<file path="src/rtl/mlc_fix_pkg.sv">
package mlc_fix_pkg;

    // Cell state as {msb, lsb}, listed from lowest to highest threshold voltage.
    typedef enum logic [1:0] {
        ST_ERASED = 2'b11,
        ST_LOW    = 2'b10,
        ST_MID    = 2'b00,
        ST_HIGH   = 2'b01
    } cell_state_e;

endpackage

</file>
<file path="src/rtl/mlc_level_remap.sv">
module mlc_level_remap
    import mlc_fix_pkg::*;
#(
    parameter int LANES = 1
) (
    input  logic [LANES-1:0] in_msb,
    input  logic [LANES-1:0] in_lsb,
    input  logic [LANES-1:0] in_flag,
    output logic [LANES-1:0] out_msb,
    output logic [LANES-1:0] out_lsb
);

    for (genvar g = 0; g < LANES; g++) begin : g_lane
        cell_state_e cur_s;
        cell_state_e nxt_s;

        always_comb begin
            cur_s = cell_state_e'({in_msb[g], in_lsb[g]});
            nxt_s = cur_s;
            if (in_flag[g]) begin
                case (cur_s)
                    ST_ERASED: nxt_s = ST_LOW;
                    ST_LOW:    nxt_s = ST_ERASED;
                    ST_MID:    nxt_s = ST_LOW;
                    default:   nxt_s = ST_MID;
                endcase
            end
        end

        assign out_msb[g] = nxt_s[1];
        assign out_lsb[g] = nxt_s[0];

        always_comb begin
            AST_FLAG_MOVES: assert (!in_flag[g] || (nxt_s != cur_s));
            AST_NO_TOP_TARGET: assert (!in_flag[g] || (nxt_s != ST_HIGH));
        end
    end

endmodule

</file>
<file path="src/rtl/mlc_cell_stage.sv">
module mlc_cell_stage #(
    parameter int LANES = 1
) (
    input  logic             clk,
    input  logic             rst_n,
    input  logic             in_valid,
    output logic             in_ready,
    input  logic [LANES-1:0] in_msb,
    input  logic [LANES-1:0] in_lsb,
    input  logic             in_eop,
    output logic             out_valid,
    input  logic             out_ready,
    output logic [LANES-1:0] out_msb,
    output logic [LANES-1:0] out_lsb,
    output logic             out_eop
);

    typedef struct packed {
        logic             valid;
        logic [LANES-1:0] msb;
        logic [LANES-1:0] lsb;
        logic             eop;
    } stage_t;

    stage_t stage_d, stage_q;

    assign in_ready = !stage_q.valid || out_ready;

    always_comb begin
        stage_d       = stage_q;
        stage_d.valid = stage_q.valid && !out_ready;
        if (in_valid && in_ready) begin
            stage_d.valid = 1'b1;
            stage_d.msb   = in_msb;
            stage_d.lsb   = in_lsb;
            stage_d.eop   = in_eop;
        end
    end

    always_ff @(posedge clk or negedge rst_n) begin
        if (!rst_n) begin
            stage_q <= '0;
        end else begin
            stage_q <= stage_d;
        end
    end

    assign out_valid = stage_q.valid;
    assign out_msb   = stage_q.msb;
    assign out_lsb   = stage_q.lsb;
    assign out_eop   = stage_q.eop;

    AST_HOLD_BEAT: assert property (@(posedge clk) disable iff (!rst_n)
        (out_valid && !out_ready) |=> (out_valid && $stable(out_msb) && $stable(out_lsb) && $stable(out_eop)));

    AST_ACCEPT_SHOWS: assert property (@(posedge clk) disable iff (!rst_n)
        (in_valid && in_ready) |=> out_valid);

endmodule

</file>
<file path="src/rtl/mlc_lsb_parity.sv">
module mlc_lsb_parity #(
    parameter int R1_W = 10,
    parameter int R2_W = 20
) (
    input  logic            clk,
    input  logic            rst_n,
    input  logic            red1_ld,
    input  logic [R1_W-1:0] red1_in,
    input  logic            red2_ld,
    input  logic [R2_W-1:0] red2_in,
    output logic [R1_W-1:0] msb_par,
    output logic [R1_W-1:0] lsb_par,
    output logic            par_valid
);

    localparam int HI_W = R2_W - R1_W;

    typedef struct packed {
        logic [R1_W-1:0] red1;
        logic [R1_W-1:0] red2_lo;
        logic            have1;
        logic            have2;
        logic [R1_W-1:0] par;
        logic            vld;
    } par_t;

    par_t par_d, par_q;

    logic [HI_W-1:0] unused_red2_hi;
    assign unused_red2_hi = red2_in[R2_W-1:R1_W];

    always_comb begin
        par_d = par_q;
        if (red1_ld) begin
            par_d.red1  = red1_in;
            par_d.have1 = 1'b1;
        end
        if (red2_ld) begin
            par_d.red2_lo = red2_in[R1_W-1:0];
            par_d.have2   = 1'b1;
        end
        par_d.par = par_q.red1 ^ par_q.red2_lo;
        par_d.vld = par_q.have1 && par_q.have2 && !red1_ld && !red2_ld;
    end

    always_ff @(posedge clk or negedge rst_n) begin
        if (!rst_n) begin
            par_q <= '0;
        end else begin
            par_q <= par_d;
        end
    end

    assign msb_par   = par_q.red1;
    assign lsb_par   = par_q.par;
    assign par_valid = par_q.vld;

    AST_PAR_DROPS: assert property (@(posedge clk) disable iff (!rst_n)
        (red1_ld || red2_ld) |=> !par_valid);

    AST_PAR_RISE_AFTER_LOAD: assert property (@(posedge clk) disable iff (!rst_n)
        $rose(par_valid) |-> $past(red1_ld || red2_ld, 2));

endmodule

</file>
<file path="src/rtl/mlc_pair_level_fix.sv">
module mlc_pair_level_fix #(
    parameter int LANES = 1,
    parameter int R1_W  = 10,
    parameter int R2_W  = 20
) (
    input  logic             clk,
    input  logic             rst_n,
    input  logic             in_valid,
    output logic             in_ready,
    input  logic [LANES-1:0] in_msb,
    input  logic [LANES-1:0] in_lsb,
    input  logic [LANES-1:0] in_flag,
    input  logic             in_eop,
    output logic [LANES-1:0] sum_bits,
    output logic             out_valid,
    input  logic             out_ready,
    output logic [LANES-1:0] out_msb,
    output logic [LANES-1:0] out_lsb,
    output logic             out_eop,
    input  logic             red1_ld,
    input  logic [R1_W-1:0]  red1_in,
    input  logic             red2_ld,
    input  logic [R2_W-1:0]  red2_in,
    output logic [R1_W-1:0]  msb_par,
    output logic [R1_W-1:0]  lsb_par,
    output logic             par_valid
);

    logic [LANES-1:0] fix_msb;
    logic [LANES-1:0] fix_lsb;

    assign sum_bits = in_msb ^ in_lsb;

    mlc_level_remap #(.LANES(LANES)) u_remap (
        .in_msb  (in_msb),
        .in_lsb  (in_lsb),
        .in_flag (in_flag),
        .out_msb (fix_msb),
        .out_lsb (fix_lsb)
    );

    mlc_cell_stage #(.LANES(LANES)) u_stage (
        .clk       (clk),
        .rst_n     (rst_n),
        .in_valid  (in_valid),
        .in_ready  (in_ready),
        .in_msb    (fix_msb),
        .in_lsb    (fix_lsb),
        .in_eop    (in_eop),
        .out_valid (out_valid),
        .out_ready (out_ready),
        .out_msb   (out_msb),
        .out_lsb   (out_lsb),
        .out_eop   (out_eop)
    );

    mlc_lsb_parity #(.R1_W(R1_W), .R2_W(R2_W)) u_parity (
        .clk       (clk),
        .rst_n     (rst_n),
        .red1_ld   (red1_ld),
        .red1_in   (red1_in),
        .red2_ld   (red2_ld),
        .red2_in   (red2_in),
        .msb_par   (msb_par),
        .lsb_par   (lsb_par),
        .par_valid (par_valid)
    );

endmodule

</file>
<file path="config.mk">
export PLATFORM = sky130hd
export DESIGN_NAME = mlc_pair_level_fix
export DESIGN_NICKNAME = d
export VERILOG_FILES = /design/src/rtl/mlc_fix_pkg.sv /design/src/rtl/mlc_level_remap.sv /design/src/rtl/mlc_cell_stage.sv /design/src/rtl/mlc_lsb_parity.sv /design/src/rtl/mlc_pair_level_fix.sv
export SDC_FILE = /design/constraint.sdc
export NUM_CORES = 1
export LEC_CHECK = 0
export ABC_AREA = 1
export BUFFER_PORTS_ARGS = -buffer_cell sky130_fd_sc_hd__buf_4
export CORE_UTILIZATION = 47
export DETAILED_ROUTE_END_ITERATION = 6
export PLACE_DENSITY = 0.79
export SETUP_SLACK_MARGIN = 0.2
export SLEW_MARGIN = 10
export SYNTH_ARGS = -nofsm -noshare
export SYNTH_HDL_FRONTEND = slang
export SYNTH_SLANG_ARGS = --single-unit
</file>
<file path="constraint.sdc">
create_clock -name clk -period 0.87 [get_ports clk]
set_input_delay 0.087 -clock clk [delete_from_list [all_inputs] [get_ports clk]]
set_output_delay 0.087 -clock clk [all_outputs]
set_load 0.005 [all_outputs]
</file>
Word-level counts from Yosys, hierarchy flattened
Cells that the tools add are included.
{"block": "op_classes", "eq_ne": 2, "mux": 3, "n_bitwise": 2, "n_reduce_logical": 12}
{"cell": "$xor A10 B10 Y10", "n": 1}
{"cell": "$logic_and A1 B1 Y1", "n": 5}
{"cell": "$eq A2 B2 Y1 const B", "n": 2}
{"cell": "$logic_not A1 Y1", "n": 4}
{"cell": "$mux W4", "n": 1}
{"cell": "$pmux W2 S2", "n": 1}
{"cell": "$logic_not A2 Y1", "n": 1}
{"cell": "$mux W2", "n": 1}
{"cell": "$reduce_or A2 Y1", "n": 1}
{"cell": "$logic_or A1 B1 Y1", "n": 1}
{"cell": "$xor A1 B1 Y1", "n": 1}
{"block": "word_totals", "register_bits": 37, "in_bits": 40, "output_inout_bits": 27, "wordCells": 29}

Depth between registers and ports, before layout
Gate-level depths: netlist of run 1.
{"block": "logic_depth", "word_depth": 5, "ltp_mapped": 7, "ltp_nobuf": 7}

Modules after synthesis
From an unflattened synthesis of run 1, not the netlist that was laid out.
{"block": "unflattened", "hier_cells": 183, "area_unflattened_um2": 1697.9}
{"module": "mlc_lsb_parity", "instances": 1, "cells_per_inst": 154, "area_per_inst_um2": 1485.2, "seq_area_each_um2": 825.8}
{"module": "mlc_cell_stage", "instances": 1, "cells_per_inst": 18, "area_per_inst_um2": 166.4, "seq_area_each_um2": 100.1}
{"module": "mlc_level_remap", "instances": 1, "cells_per_inst": 6, "area_per_inst_um2": 27.5, "seq_area_each_um2": 0.0}
{"module": "mlc_pair_level_fix", "instances": 1, "cells_per_inst": 5, "area_per_inst_um2": 18.8, "seq_area_each_um2": 0.0}

Worst setup path before layout of run 1
No wires, ideal clock.
{"block": "synth_timing", "kind": "flip-flop to flip-flop", "start": "register u_stage.stage_q, in the netlist u_stage.out_valid", "end": "register u_stage.stage_q, in the netlist u_stage.out_lsb", "setup_time_ns": 0.116, "t_arrival_ns": 0.697, "t_required_ns": 0.754, "path_slack_ns": 0.057, "stages_incl_launch_ff": 5, "n_path_buf": 0, "period_less_slack_ns": 0.813, "cell_sequence": "dfrtp_1 > nand2_1 > nand2_1 > nand2_1 > nand2_1"}
{"block": "synth_via", "elab_chain_cells": 3}
{"item": "start, declared", "line_no": "mlc_cell_stage.sv:25", "rtl": "stage_t stage_d, stage_q;"}
{"item": "start signal, assigned", "line_no": "mlc_cell_stage.sv:44", "rtl": "stage_q <= stage_d;"}
{"item": "$logic_not A1 Y1", "line_no": "mlc_cell_stage.sv:27", "rtl": "assign in_ready = !stage_q.valid || out_ready;"}
{"item": "$logic_or A1 B1 Y1", "line_no": "mlc_cell_stage.sv:27"}
{"item": "via in_ready", "line_no": "mlc_pair_level_fix.sv:9", "rtl": "output logic in_ready,"}
{"item": "$logic_and A1 B1 Y1", "line_no": "mlc_cell_stage.sv:32", "rtl": "if (in_valid && in_ready) begin"}
The timed path passes the listed nets, and every way through them passes these cells.
A chain may end at the register's enable or synchronous reset.

Worst setup path after layout of run 1
{"block": "layout_timing", "start": "register u_stage.stage_q, in the netlist u_stage.out_valid", "end": "output port in_ready"}
{"block": "layout_via", "elab_chain_cells": 2}
{"item": "$logic_not A1 Y1", "line_no": "mlc_cell_stage.sv:27"}
{"item": "$logic_or A1 B1 Y1", "line_no": "mlc_cell_stage.sv:27"}
{"item": "end, declared", "line_no": "mlc_pair_level_fix.sv:9"}
No other way between the ends.

==> results of run 1 <==
## per-stage QoR
stage	cell area (sq um)	hold WS, ns
floorplan	1582	-0.2086
global placement	1887	0.05738
detailed placement	1887	0.06343
CTS	2407	0.005901
global route	2567	0.04455
finish	2567	0.02319
## power breakdown
group / switching (uW) / internal, uW
Clock: 530 / 322
Sequential: 135 / 1910
Combinational: 392 / 688
Total: 1060 / 2920
## cells by family (layout without fill, tap and decap cells)
logic type	Yosys count	in the layout
xor gates and xnor gates	10	10
AOI/OAI and AO/OA	11	11
DFF	37	37
buffers and inverters	41	126
adders and majority gates	2	2
and+or+nand+nor	62	62
## cells in the final DEF, fill, tap and decap left out, drive strengths merged
| cell type | count |
|---|---|
| buf | 77 |
| nand2 | 58 |
| dfrtp | 37 |
| dlygate4sd3 | 22 |
| inv | 18 |
| xor2 | 10 |
| o21ai | 10 |
| clkbuf | 8 |
| or2 | 2 |
| ha | 2 |
| nor3 | 1 |
| a21oi | 1 |
| nand3 | 1 |
| dlymetal6s4s | 1 |
## area by class of cell
class / count / area, sq um / share of cell area (%)
timing repair buffer: 100 / 987.2 / 38.45
inverter: 18 / 70.07 / 2.729
clock buffer: 8 / 48.80 / 1.901
sequential: 37 / 925.9 / 36.06
multi-input combinational: 85 / 480.5 / 18.71
tap: 44 / 55.05 / 2.144
## sequential cells by signal (all words and copies together) (netlist names)
signal and cells:
u_stage.out_msb 1, u_parity.lsb_par 10, u_parity.msb_par 10, u_stage.out_valid 1, u_parity.par_valid 1, u_stage.out_lsb 1, u_stage.out_eop 1, u_parity.par_q 12
## metal layers
metal / GRT usage, % / vias up / routed length (um)
li1: - / 634 / -
met1: 22.98 / 625 / 1494
met2: 43.81 / 40 / 2367
met3: 5.628 / 11 / 147
met4: 10.96 / 0 / 100
met5: 0 / - / 0
## worst max-delay path, stage by stage (launching register included)
cell and delay [ns]:
dfrtp_1 0.42, nand2_2 0.08, buf_6 0.09
## what timing repair did
| action | 4_1_cts | 5_1_grt |
|---|---|---|
| hold endpoints to repair | 59 | 0 |
| setup buffers | 11 | 10 |
| pin swaps | 10 | 10 |
| setup endpoints to repair | 41 | 61 |
| hold buffers | 23 | 0 |
| resized for setup | 44 | 31 |
## worst paths after layout
kind	startpoint	to	slack [ns]	depth (start not counted)
setup reg to reg	u_parity.msb_par[1]	u_parity.lsb_par[1]	-0.05	3
max in group asynchronous	rst_n	u_parity.lsb_par[9]	0.31	2
hold reg to reg	u_parity.par_q[15]	u_parity.lsb_par[2]	0.47	1
hold / removal	in_valid	u_stage.out_msb	0.02	4
setup / recovery	u_stage.out_valid	in_ready	-0.14	2
min in group asynchronous	rst_n	u_parity.msb_par[1]	0.25	2
==> summary.txt, run 1 <==
Largest net degree at the start of global routing: 38
Crit-path max FO: 3
Leakage power: 0.001349 uW
Yosys warns: 0
Wire per inst: 14.08 um
Htree depth: 2
Most common library cells after synthesis: nand2_1, dfrtp_1, buf_4, inv_1, xor2_1
Crit path DAT: 0.93 ns
Vert. Die Dim: 59.83 um
Worst Skew: 0.005393 ns
Setup WS post-layout: -0.1440 ns
Max clock buf depth: 2
Worst Tran Pin Value: 0.4464 ns
Synth top area share: 58.92%
CP endpoint kind: output port
Simple-Gate Fraction of Synth Area: 15.29%
Status: complete, but fails checks
Final setup viols: 38
Number of port buffers: 56
Starting DRT DRC Count: 56
Compound-Gate Fraction of Synth Area: 3.503%
Critical Path RT: 0.78 ns
Sequential area share after synthesis: 58.92%
Antenna Cells: 0
Post-synthesis mux area share: 0%
Gr usage total: 23.00%
Worst Setup Start Kind: flip-flop
Post-route ant nets: 0
Main combinational cell family by area after synthesis: simple AND/OR/NAND/NOR gates
Vias: 1,310
Post-Syn Area per Cell: 9.641 sq um
Area contributors post-synth: dfrtp_1, nand2_1, buf_4
Peak supply drop: 0.8719 mV
Top FF cell, synth: dfrtp_1
FFs w/ async S/R, synth: 100.0%
Utilization after layout: 82.74%
Post-Synth Adder-Cell Area: 1.592%
Non-filler instance count after layout: 292
RSZ-0062 raised after global routing: yes
PwrDens: 1549 nW/um^2
Setup TNS: -2.567 ns
Std-Cell Rows: 20
Vias in the first global route: 1,337
Max cap viols: 0
Number of vias per cell: 4.486
Layout overhead on the synthesized area: 63.38%
Total Wirelength: 4.110 mm
First-pass GRT wire length: 5.754 mm
Hold violation total from the final report: 0
Synth Area in XOR/XNOR: 5.573%
Synthesized Nets: 205
Post-synth cell types: 14
Post-Place Setup Slack: 0.07256 ns
Minimum clock period: 1.014 ns
CTS buffer count: 5
CTS root buf: clkbuf_4
Fmax: 986.2 MHz
EDFF count, synth: 0
Die Area: 3579 sq um
Post-Place Cells: 240
Share of cells above drive strength 1: 43.15%
Failing checks: negative setup slack
Fillers: 188
DP Wirelength: 2.025 mm
NumNets Final: 289
Worst relative slew slack: 70.24%
Post-Synthesis Cells: 163
I/O pins: 67
Hold WC Path Type: in -> reg
Die Span X: 59.83 um
Tot Pwr: 3976 uW
Core ar.: 3103 sq um
Drt pass-1 iters: 6
Slew Limit Fails: 0
CTS sink count: 37
Mapped Area: 1572 sq um
Synth area leader: dfrtp_1
Routability cong.: 0.6742
Initial antenna violation count: 0
Most common cell in the synthesized netlist: nand2_1
GR Overflow Total: 0
Reg clk slew, reported paths: 0.10 ns
Setup Crit Path Kind: reg -> out
CTS tree: yes
DRC violations left: 0
FF+latch count, synth: 37
Starting Density: 50.65%
Tcrit/Tclk final: 116.5%
Later-pin clock latency in the skew report: 0.35 ns
Power figures use the tool's default switching activity.
==> inputs of run 2 (changes only) <==
- REMOVE_ABC_BUFFERS: unset -> 1
==> run 2 against run 1 <==
Critical endpoint unchanged. The flow still finishes with violations (negative setup slack). Count of clock-buffer cells in the layout shrank 1. Via count is 0.15% higher. Global-route usage down 1.5 points. Largest power group unchanged. Critical path type unchanged.
==> summary.txt, run 2 (synthesis gave the netlist of run 1 again) <==
Status: complete, but fails checks (unchanged)
Failing checks: negative setup slack (unchanged)
Worst Tran Pin Value: 0.3256 ns (was 0.4464 ns)
CP delay by family, top: flip-flops (unchanged)
Fillers: 181 (was 188)
Largest net degree at the start of global routing: 38 (unchanged)
Crit path DAT: 0.92 ns (was 0.93 ns)
Sw Ratio: 25.48% (was 26.59%)
Worst Setup Start Kind: flip-flop (unchanged)
RSZ-0062 raised after global routing: yes (unchanged)
Vias: 1,312 (was 1,310)
Peak supply drop: 1.078 mV (was 0.8719 mV)
Critical Path RT: 0.78 ns (about the same)
Hold path endpoint: u_stage.out_eop (was u_stage.out_msb)
CTS buffer count: 5 (unchanged)
Core ar.: 3103 sq um (unchanged)
Htree depth: 2 (unchanged)
Drt pass-1 iters: 4 (was 6)
R2R depth: 6 (was 3)
Hold Path Origin: in_valid (unchanged)
Std-Cell Rows: 20 (unchanged)
Share of cells above drive strength 1: 41.94% (was 43.15%)
Internal power: 2972 uW (was 2919 uW)
PwrDens: 1548 nW/um^2 (was 1549 nW/um^2)
Post-route cell area: 2576 sq um (was 2567 sq um)
Logic pwr share: 26.4% (was 27.2%)
Most frequent cells in the layout: buf_6, nand2_1, dfrtp_1 (unchanged)
Post-Place Setup Slack: 0.04201 ns (was 0.07256 ns)
Layout overhead on the synthesized area: 63.93% (was 63.38%)
DP Area: 1877 sq um (was 1887 sq um)
First-pass GRT wire length: 5.347 mm (was 5.754 mm)
DRC violations left: 0 (unchanged)
Worst hold stages: 4 (unchanged)
Net switching power: 1016 uW (was 1057 uW)
DP Wirelength: 1.887 mm (was 2.025 mm)
Number of vias per cell: 4.493 (was 4.486)
Slew Limit Fails: 0 (unchanged)
R2R Path Start: u_stage.out_valid (was u_parity.msb_par[1])
NumNets Final: 290 (was 289)
Later-pin clock latency in the skew report: 0.33 ns (was 0.35 ns)
Max stage delay on crit path: 0.41 ns (was 0.42 ns)
Die Area: 3579 sq um (unchanged)
Antenna Cells: 0 (unchanged)
Setup WS post-layout: -0.1350 ns (was -0.1440 ns)
Total Wirelength: 3.778 mm (was 4.110 mm)
Most common cell after layout, fill and taps aside: buf_6 (unchanged)
GR Overflow Total: 0 (unchanged)
Post-route ant nets: 0 (unchanged)
Final setup viols: 36 (was 38)
CTS root buf: clkbuf_4 (unchanged)
Worst relative slew slack: 78.29% (was 70.24%)
Gr usage total: 21.48% (was 23.00%)
Sequential power share: 51.0% (was 51.4%)
Leakage power: 0.001357 uW (was 0.001349 uW)
Largest register FFs: 12 (unchanged)
Minimum clock period: 1.005 ns (was 1.014 ns)
Fmax: 995.0 MHz (was 986.2 MHz)
Initial antenna violation count: 0 (unchanged)
Hold violation total from the final report: 0 (unchanged)
Hold WC Path Type: in -> reg (unchanged)
Worst Skew: 0.007346 ns (was 0.005393 ns)
Starting DRT DRC Count: 39 (was 56)
Cell Chain, Critical Path: nand2_2 -> buf_6 (unchanged)
Wire per inst: 12.94 um (was 14.08 um)
Number of port buffers: 56 (unchanged)
I/O pins: 67 (unchanged)
Reg2reg setup slack: -0.07 ns (was -0.05 ns)
Crit path buffers/inverters: 1 (unchanged)
CTS sink count: 37 (unchanged)
CP endpoint kind: output port (unchanged)
Crit-path max FO: 3 (unchanged)
Worst reg2reg endpoint: u_stage.out_lsb (was u_parity.lsb_par[1])
Clock share of power: 22.6% (was 21.4%)
Vert. Die Dim: 59.83 um (unchanged)
Reg with most FFs: u_parity.par_q (unchanged)
Die Span X: 59.83 um (unchanged)
Max clock buf depth: 2 (unchanged)
Reg clk slew, reported paths: 0.11 ns (was 0.10 ns)
Final hold slack: 0.01155 ns (was 0.02319 ns)
Vias in the first global route: 1,192 (was 1,337)
Crit-path slowest cell: dfrtp_1 (unchanged)
Setup Crit Path Kind: reg -> out (unchanged)
CTS tree: yes (unchanged)
Routability cong.: 0.7404 (was 0.6742)
Tcrit/Tclk final: 115.5% (was 116.5%)
Max cap viols: 0 (unchanged)
Starting Density: 50.65% (unchanged)
## run 2: metal layers
| layer | share of wire, % | wire length (um) | global-route usage, % | vias up |
|---|---|---|---|---|
| met1 | 37 | 1409 | 24.43 | 619 |
| met5 | 0 | 0 | 0 | - |
| met3 | 3.9 | 147 | 5.195 | 15 |
| li1 | - | - | - | 636 |
| met2 | 56 | 2117 | 36.98 | 42 |
| met4 | 2.8 | 104 | 11.63 | 0 |
## run 2: area by class of cell
type	instances	area [sq um]	share of cell area, %
sequential	37	925.9	35.94
inverter	18	70.07	2.720
clock buffer	7	55.05	2.137
multi-input combinational	85	467.9	18.16
timing repair buffer	101	1002	38.90
tap	44	55.05	2.137
## run 2: worst register-to-register path, stage by stage, from the launching register on
cell and delay (ns):
dfrtp_1 0.41, nand2_2 0.08, buf_4 0.11, buf_6 0.09, nand2_4 0.05, nand2_1 0.05
nand2_1 0.06
## run 2: worst max path at each step
stage | startpoint | endpoint | slack [ns] | cells after the start
final | u_stage.out_valid | in_ready | -0.13 | 2
after global routing | u_stage.out_valid | in_ready | -0.18 | 2
after CTS | u_stage.out_valid | in_ready | -0.14 | 2
after detailed placement | u_stage.out_valid | u_stage.out_lsb | 0.04 | 4
after global placement | u_stage.out_valid | u_stage.out_lsb | 0.05 | 4
after floorplan | u_stage.out_valid | u_stage.out_lsb | 0.06 | 4
## run 2: stage by stage
stage / TNS, ns / utilization, % / power [uW] / cells
detailed placement: 0 / 60.48 / 2665 / 240
global placement: 0 / 60.48 / 2643 / 240
global route: -3.613 / 83.02 / 4203 / 292
CTS: -2.082 / 79.19 / 3878 / 283
finish: -2.214 / 83.02 / 3989 / 292
floorplan: 0 / - / 2222 / 140
## run 2: power by group through the flow
| stage | Clock [uW] | Sequential [uW] | Combinational [uW] |
|---|---|---|---|
| 2_1_floorplan | 0 | 2050 | 169 |
| 3_3_place_gp | 0 | 2040 | 601 |
| 3_5_place_dp | 0 | 2050 | 616 |
| 4_1_cts | 913 | 2030 | 933 |
| 5_1_grt | 1010 | 2050 | 1140 |
| 6_report | 902 | 2040 | 1050 |
## run 2: what timing repair did
action	in CTS	in global routing
setup buffers	13	9
pin swaps	14	10
gates resized for setup	56	19
hold endpoints to repair	59	0
setup endpoints to repair	43	68
hold buffers	23	0
==> inputs of run 3 (changes only) <==
- ABC_AREA: 1 -> unset
- CELL_PAD_IN_SITES_DETAIL_PLACEMENT: unset -> 1
- CELL_PAD_IN_SITES_GLOBAL_PLACEMENT: unset -> 1
- CORE_UTILIZATION: 47 -> 36
- PLACE_DENSITY: 0.79 -> unset
- PLACE_DENSITY_LB_ADDON: unset -> 0.1
==> run 3 against run 2 <==
The flow still finishes with violations (negative setup slack). Final cell count down 26%. Final area decreased by 10%. Setup slack worse by 0.066 ns. Register-to-register slack got worse by 0.04 ns. Area after synthesis shrank 0.64%. Clock power increased by 24%. Wire length shrank 14%. Critical path depth rose by 1. Sequential power is 2% higher. First-iteration DRC count fell by 64%.
==> summary.txt, run 3 <==
Worst hold stages: 2 (was 4)
CTS root buf: clkbuf_8 (was clkbuf_4)
Most common library cells after synthesis: dfrtp_1, buf_4, mux2_2, xor2_1, inv_1 (was nand2_1, dfrtp_1, buf_4, inv_1, xor2_1)
Slew Limit Fails: 0 (unchanged)
Sequential area share after synthesis: 59.29% (was 58.92%)
Net switching power: 1013 uW (was 1016 uW)
Gr usage total: 15.47% (was 21.48%)
Crit-path max FO: 3 (unchanged)
Post-Synthesis Cells: 108 (was 163)
Clock share of power: 26.7% (was 22.6%)
Number of vias per cell: 4.465 (was 4.493)
Setup Crit Path Kind: reg -> out (unchanged)
Area contributors post-synth: dfrtp_1, mux2_2, buf_4 (was dfrtp_1, nand2_1, buf_4)
Most frequent cells in the layout: buf_6, dfrtp_1, buf_4 (was buf_6, nand2_1, dfrtp_1)
Number of port buffers: 56 (unchanged)
CP endpoint kind: output port (unchanged)
Vert. Die Dim: 67.86 um (was 59.83 um)
Setup TNS: -1.249 ns (was -2.214 ns)
Utilization after layout: 56.46% (was 83.02%)
CTS sink count: 37 (unchanged)
Vias in the first global route: 1,070 (was 1,192)
Die Span X: 67.86 um (was 59.83 um)
Hold path endpoint: u_parity.par_q[14] (was u_stage.out_eop)
Synth area leader: dfrtp_1 (unchanged)
Initial antenna violation count: 0 (unchanged)
R2R depth: 3 (was 6)
Peak supply drop: 1.049 mV (was 1.078 mV)
First-pass GRT wire length: 4.995 mm (was 5.347 mm)
Core ar.: 4086 sq um (was 3103 sq um)
NumNets Final: 206 (was 290)
Worst Skew: 0.001979 ns (was 0.007346 ns)
Synth top area share: 59.29% (was 58.92%)
RSZ-0062 raised after global routing: yes (unchanged)
Setup WS post-layout: -0.2011 ns (was -0.1350 ns)
Most common cell after layout, fill and taps aside: buf_6 (unchanged)
Total Wirelength: 3.242 mm (was 3.778 mm)
Worst relative slew slack: 77.61% (was 78.29%)
CTS buffer count: 5 (unchanged)
Std-Cell Rows: 23 (was 20)
Later-pin clock latency in the skew report: 0.28 ns (was 0.33 ns)
Post-synth cell types: 18 (was 14)
Max clock buf depth: 2 (unchanged)
Multi-input logic area: 533.0 sq um (was 467.9 sq um)
Yosys warns: 0 (unchanged)
Leakage power: 0.001122 uW (was 0.001357 uW)
Largest net degree at the start of global routing: 38 (unchanged)
Vias: 960 (was 1,312)
Critical Path RT: 0.78 ns (about the same)
Critical Path Most Common Cell: buf_6
Fmax: 933.6 MHz (was 995.0 MHz)
Fillers: 400 (was 181)
Wire per inst: 15.08 um (was 12.94 um)
Reg2reg setup slack: -0.11 ns (was -0.07 ns)
Largest register FFs: 12 (unchanged)
Crit path DAT: 0.98 ns (was 0.92 ns)
Starting DRT DRC Count: 14 (was 39)
GR Overflow Total: 0 (unchanged)
Max stage delay on crit path: 0.40 ns (was 0.41 ns)
Worst Setup Start Kind: flip-flop (unchanged)
Post-Syn Area per Cell: 14.46 sq um (was 9.641 sq um)
Routability cong.: 0.5896 (was 0.7404)
Layout overhead on the synthesized area: 47.76% (was 63.93%)
Status: complete, but fails checks (unchanged)
Max cap viols: 0 (unchanged)
Die Area: 4605 sq um (was 3579 sq um)
Hold WC Path Type: in -> reg (unchanged)
Most common cell in the synthesized netlist: dfrtp_1 (was nand2_1)
Register area: 925.9 sq um (unchanged)
FFs w/ async S/R, synth: 100.0% (unchanged)
CTS tree: yes (unchanged)
FF+latch count, synth: 37 (unchanged)
R2R Path Start: u_stage.out_valid (unchanged)
Reg with most FFs: u_parity.par_q (unchanged)
Internal power: 3183 uW (was 2972 uW)
Worst reg2reg endpoint: u_stage.out_msb (was u_stage.out_lsb)
Tcrit/Tclk final: 123.1% (was 115.5%)
Post-route ant nets: 0 (unchanged)
DRC violations left: 0 (unchanged)
Cell Chain, Critical Path: nand2b_4 -> buf_6 -> buf_6 (was nand2_2 -> buf_6)
Sequential power share: 49.7% (was 51.0%)
Crit-path slowest cell: dfrtp_1 (unchanged)
EDFF count, synth: 0 (unchanged)
Top FF cell, synth: dfrtp_1 (unchanged)
Hold violation total from the final report: 0 (unchanged)
Worst Tran Pin Value: 0.3359 ns (was 0.3256 ns)
Minimum clock period: 1.071 ns (was 1.005 ns)
Final setup viols: 27 (was 36)
Mapped Area: 1561 sq um (was 1572 sq um)
Share of cells above drive strength 1: 67.27% (was 41.94%)
Htree depth: 2 (unchanged)
I/O pins: 67 (unchanged)
Starting Density: 38.21% (was 50.65%)
Drt pass-1 iters: 4 (unchanged)
Antenna Cells: 0 (unchanged)
Sw Ratio: 24.14% (was 25.48%)
PwrDens: 1819 nW/um^2 (was 1548 nW/um^2)
DP Wirelength: 2.111 mm (was 1.887 mm)
Reg clk slew, reported paths: 0.07 ns (was 0.11 ns)
Hold Path Origin: red2_in[1] (was in_valid)
Failing checks: negative setup slack (unchanged)
Logic pwr share: 23.6% (was 26.4%)
run 3: cell count changes in the layout (fill, tap and decap cells not counted), sizes merged, moves of 2 or more:
cell         previous run  this run
nand2                  58         2
mux2                    0        22
dlygate4sd3            22         1
inv                    18         3
o21ai                  10         0
buf                    78        70
clkinv                  0         2
run 3: what timing repair did:
item / 4_1_cts / 5_1_grt
gates resized for setup: 54 / 8
hold endpoints to repair: 37 / 0
pin swaps: 6 / 0
setup endpoints to repair: 61 / 101
hold buffers: 1 / 0
setup buffers: 11 / 2
run 3: layout make-up:
| class | instances | share of cell area [%] |
|---|---|---|
| sequential | 37 | 40.13 |
| clock buffer | 6 | 3.145 |
| clock inverter | 2 | 0.4338 |
| inverter | 3 | 0.5965 |
| tap | 50 | 2.712 |
| timing repair buffer | 71 | 29.88 |
| multi-input combinational | 46 | 23.10 |
run 3: cell families (layout without fill, tap and decap cells):
family	after synthesis	after routing	share of synthesized area, %
AOI/OAI and AO/OA	3	3	1.042
xor gates and xnor gates	10	10	5.609
adders and majority gates	2	2	1.602
buffers and inverters	25	82	11.78
DFF	37	37	59.29
muxes	23	23	16.99
and+or+nand+nor	8	8	3.685
run 3: worst max-delay path by stage:
stage                       from         endpoint  slack [ns]  cells past startpoint
4_1_cts        u_stage.out_valid         in_ready       -0.22                      3
2_1_floorplan  u_stage.out_valid  u_stage.out_eop        -0.1                      3
3_5_place_dp   u_stage.out_valid  u_stage.out_msb       -0.11                      3
3_3_place_gp   u_stage.out_valid  u_stage.out_eop       -0.07                      3
6_report       u_stage.out_valid         in_ready       -0.20                      3
5_1_grt        u_stage.out_valid         in_ready       -0.26                      3
run 3: per-layer routing:
metal  vias to the layer above  GRT usage (%)  wire [um]
li1                        440              -          -
met1                       480          17.04       1276
met2                        36          26.98       1771
met3                         4          4.500        160
met4                         0          7.813         32
met5                         -              0          0
run 3: power by group through the flow:
stage | Combinational [uW] | Sequential (uW) | Clock (uW)
6_report | 989 | 2090 | 1120
5_1_grt | 1080 | 2110 | 1240
4_1_cts | 973 | 2080 | 1170
3_5_place_dp | 703 | 2090 | 0
3_3_place_gp | 676 | 2070 | 0
2_1_floorplan | 208 | 2090 | 0
run 3: worst max-delay path: cells and delay by family, from the launching register on:
family / cells / cell delay (ns)
DFF: 1 / 0.40
buffers and inverters: 2 / 0.22
and+or+nand+nor: 1 / 0.09
run 3: stage by stage:
stage               std cells  setup WS, ns  cell area, sq um  power, uW  hold slack (ns)
floorplan                  86      -0.09595              1389       2296          -0.2086
global placement          193      -0.07423              1879       2750          0.06676
detailed placement        193       -0.1061              1879       2788          0.07849
CTS                       213       -0.2196              2262       4220          0.02404
global route              215       -0.2589              2307       4423          0.02751
finish                    215       -0.2011              2307       4196          0.03575
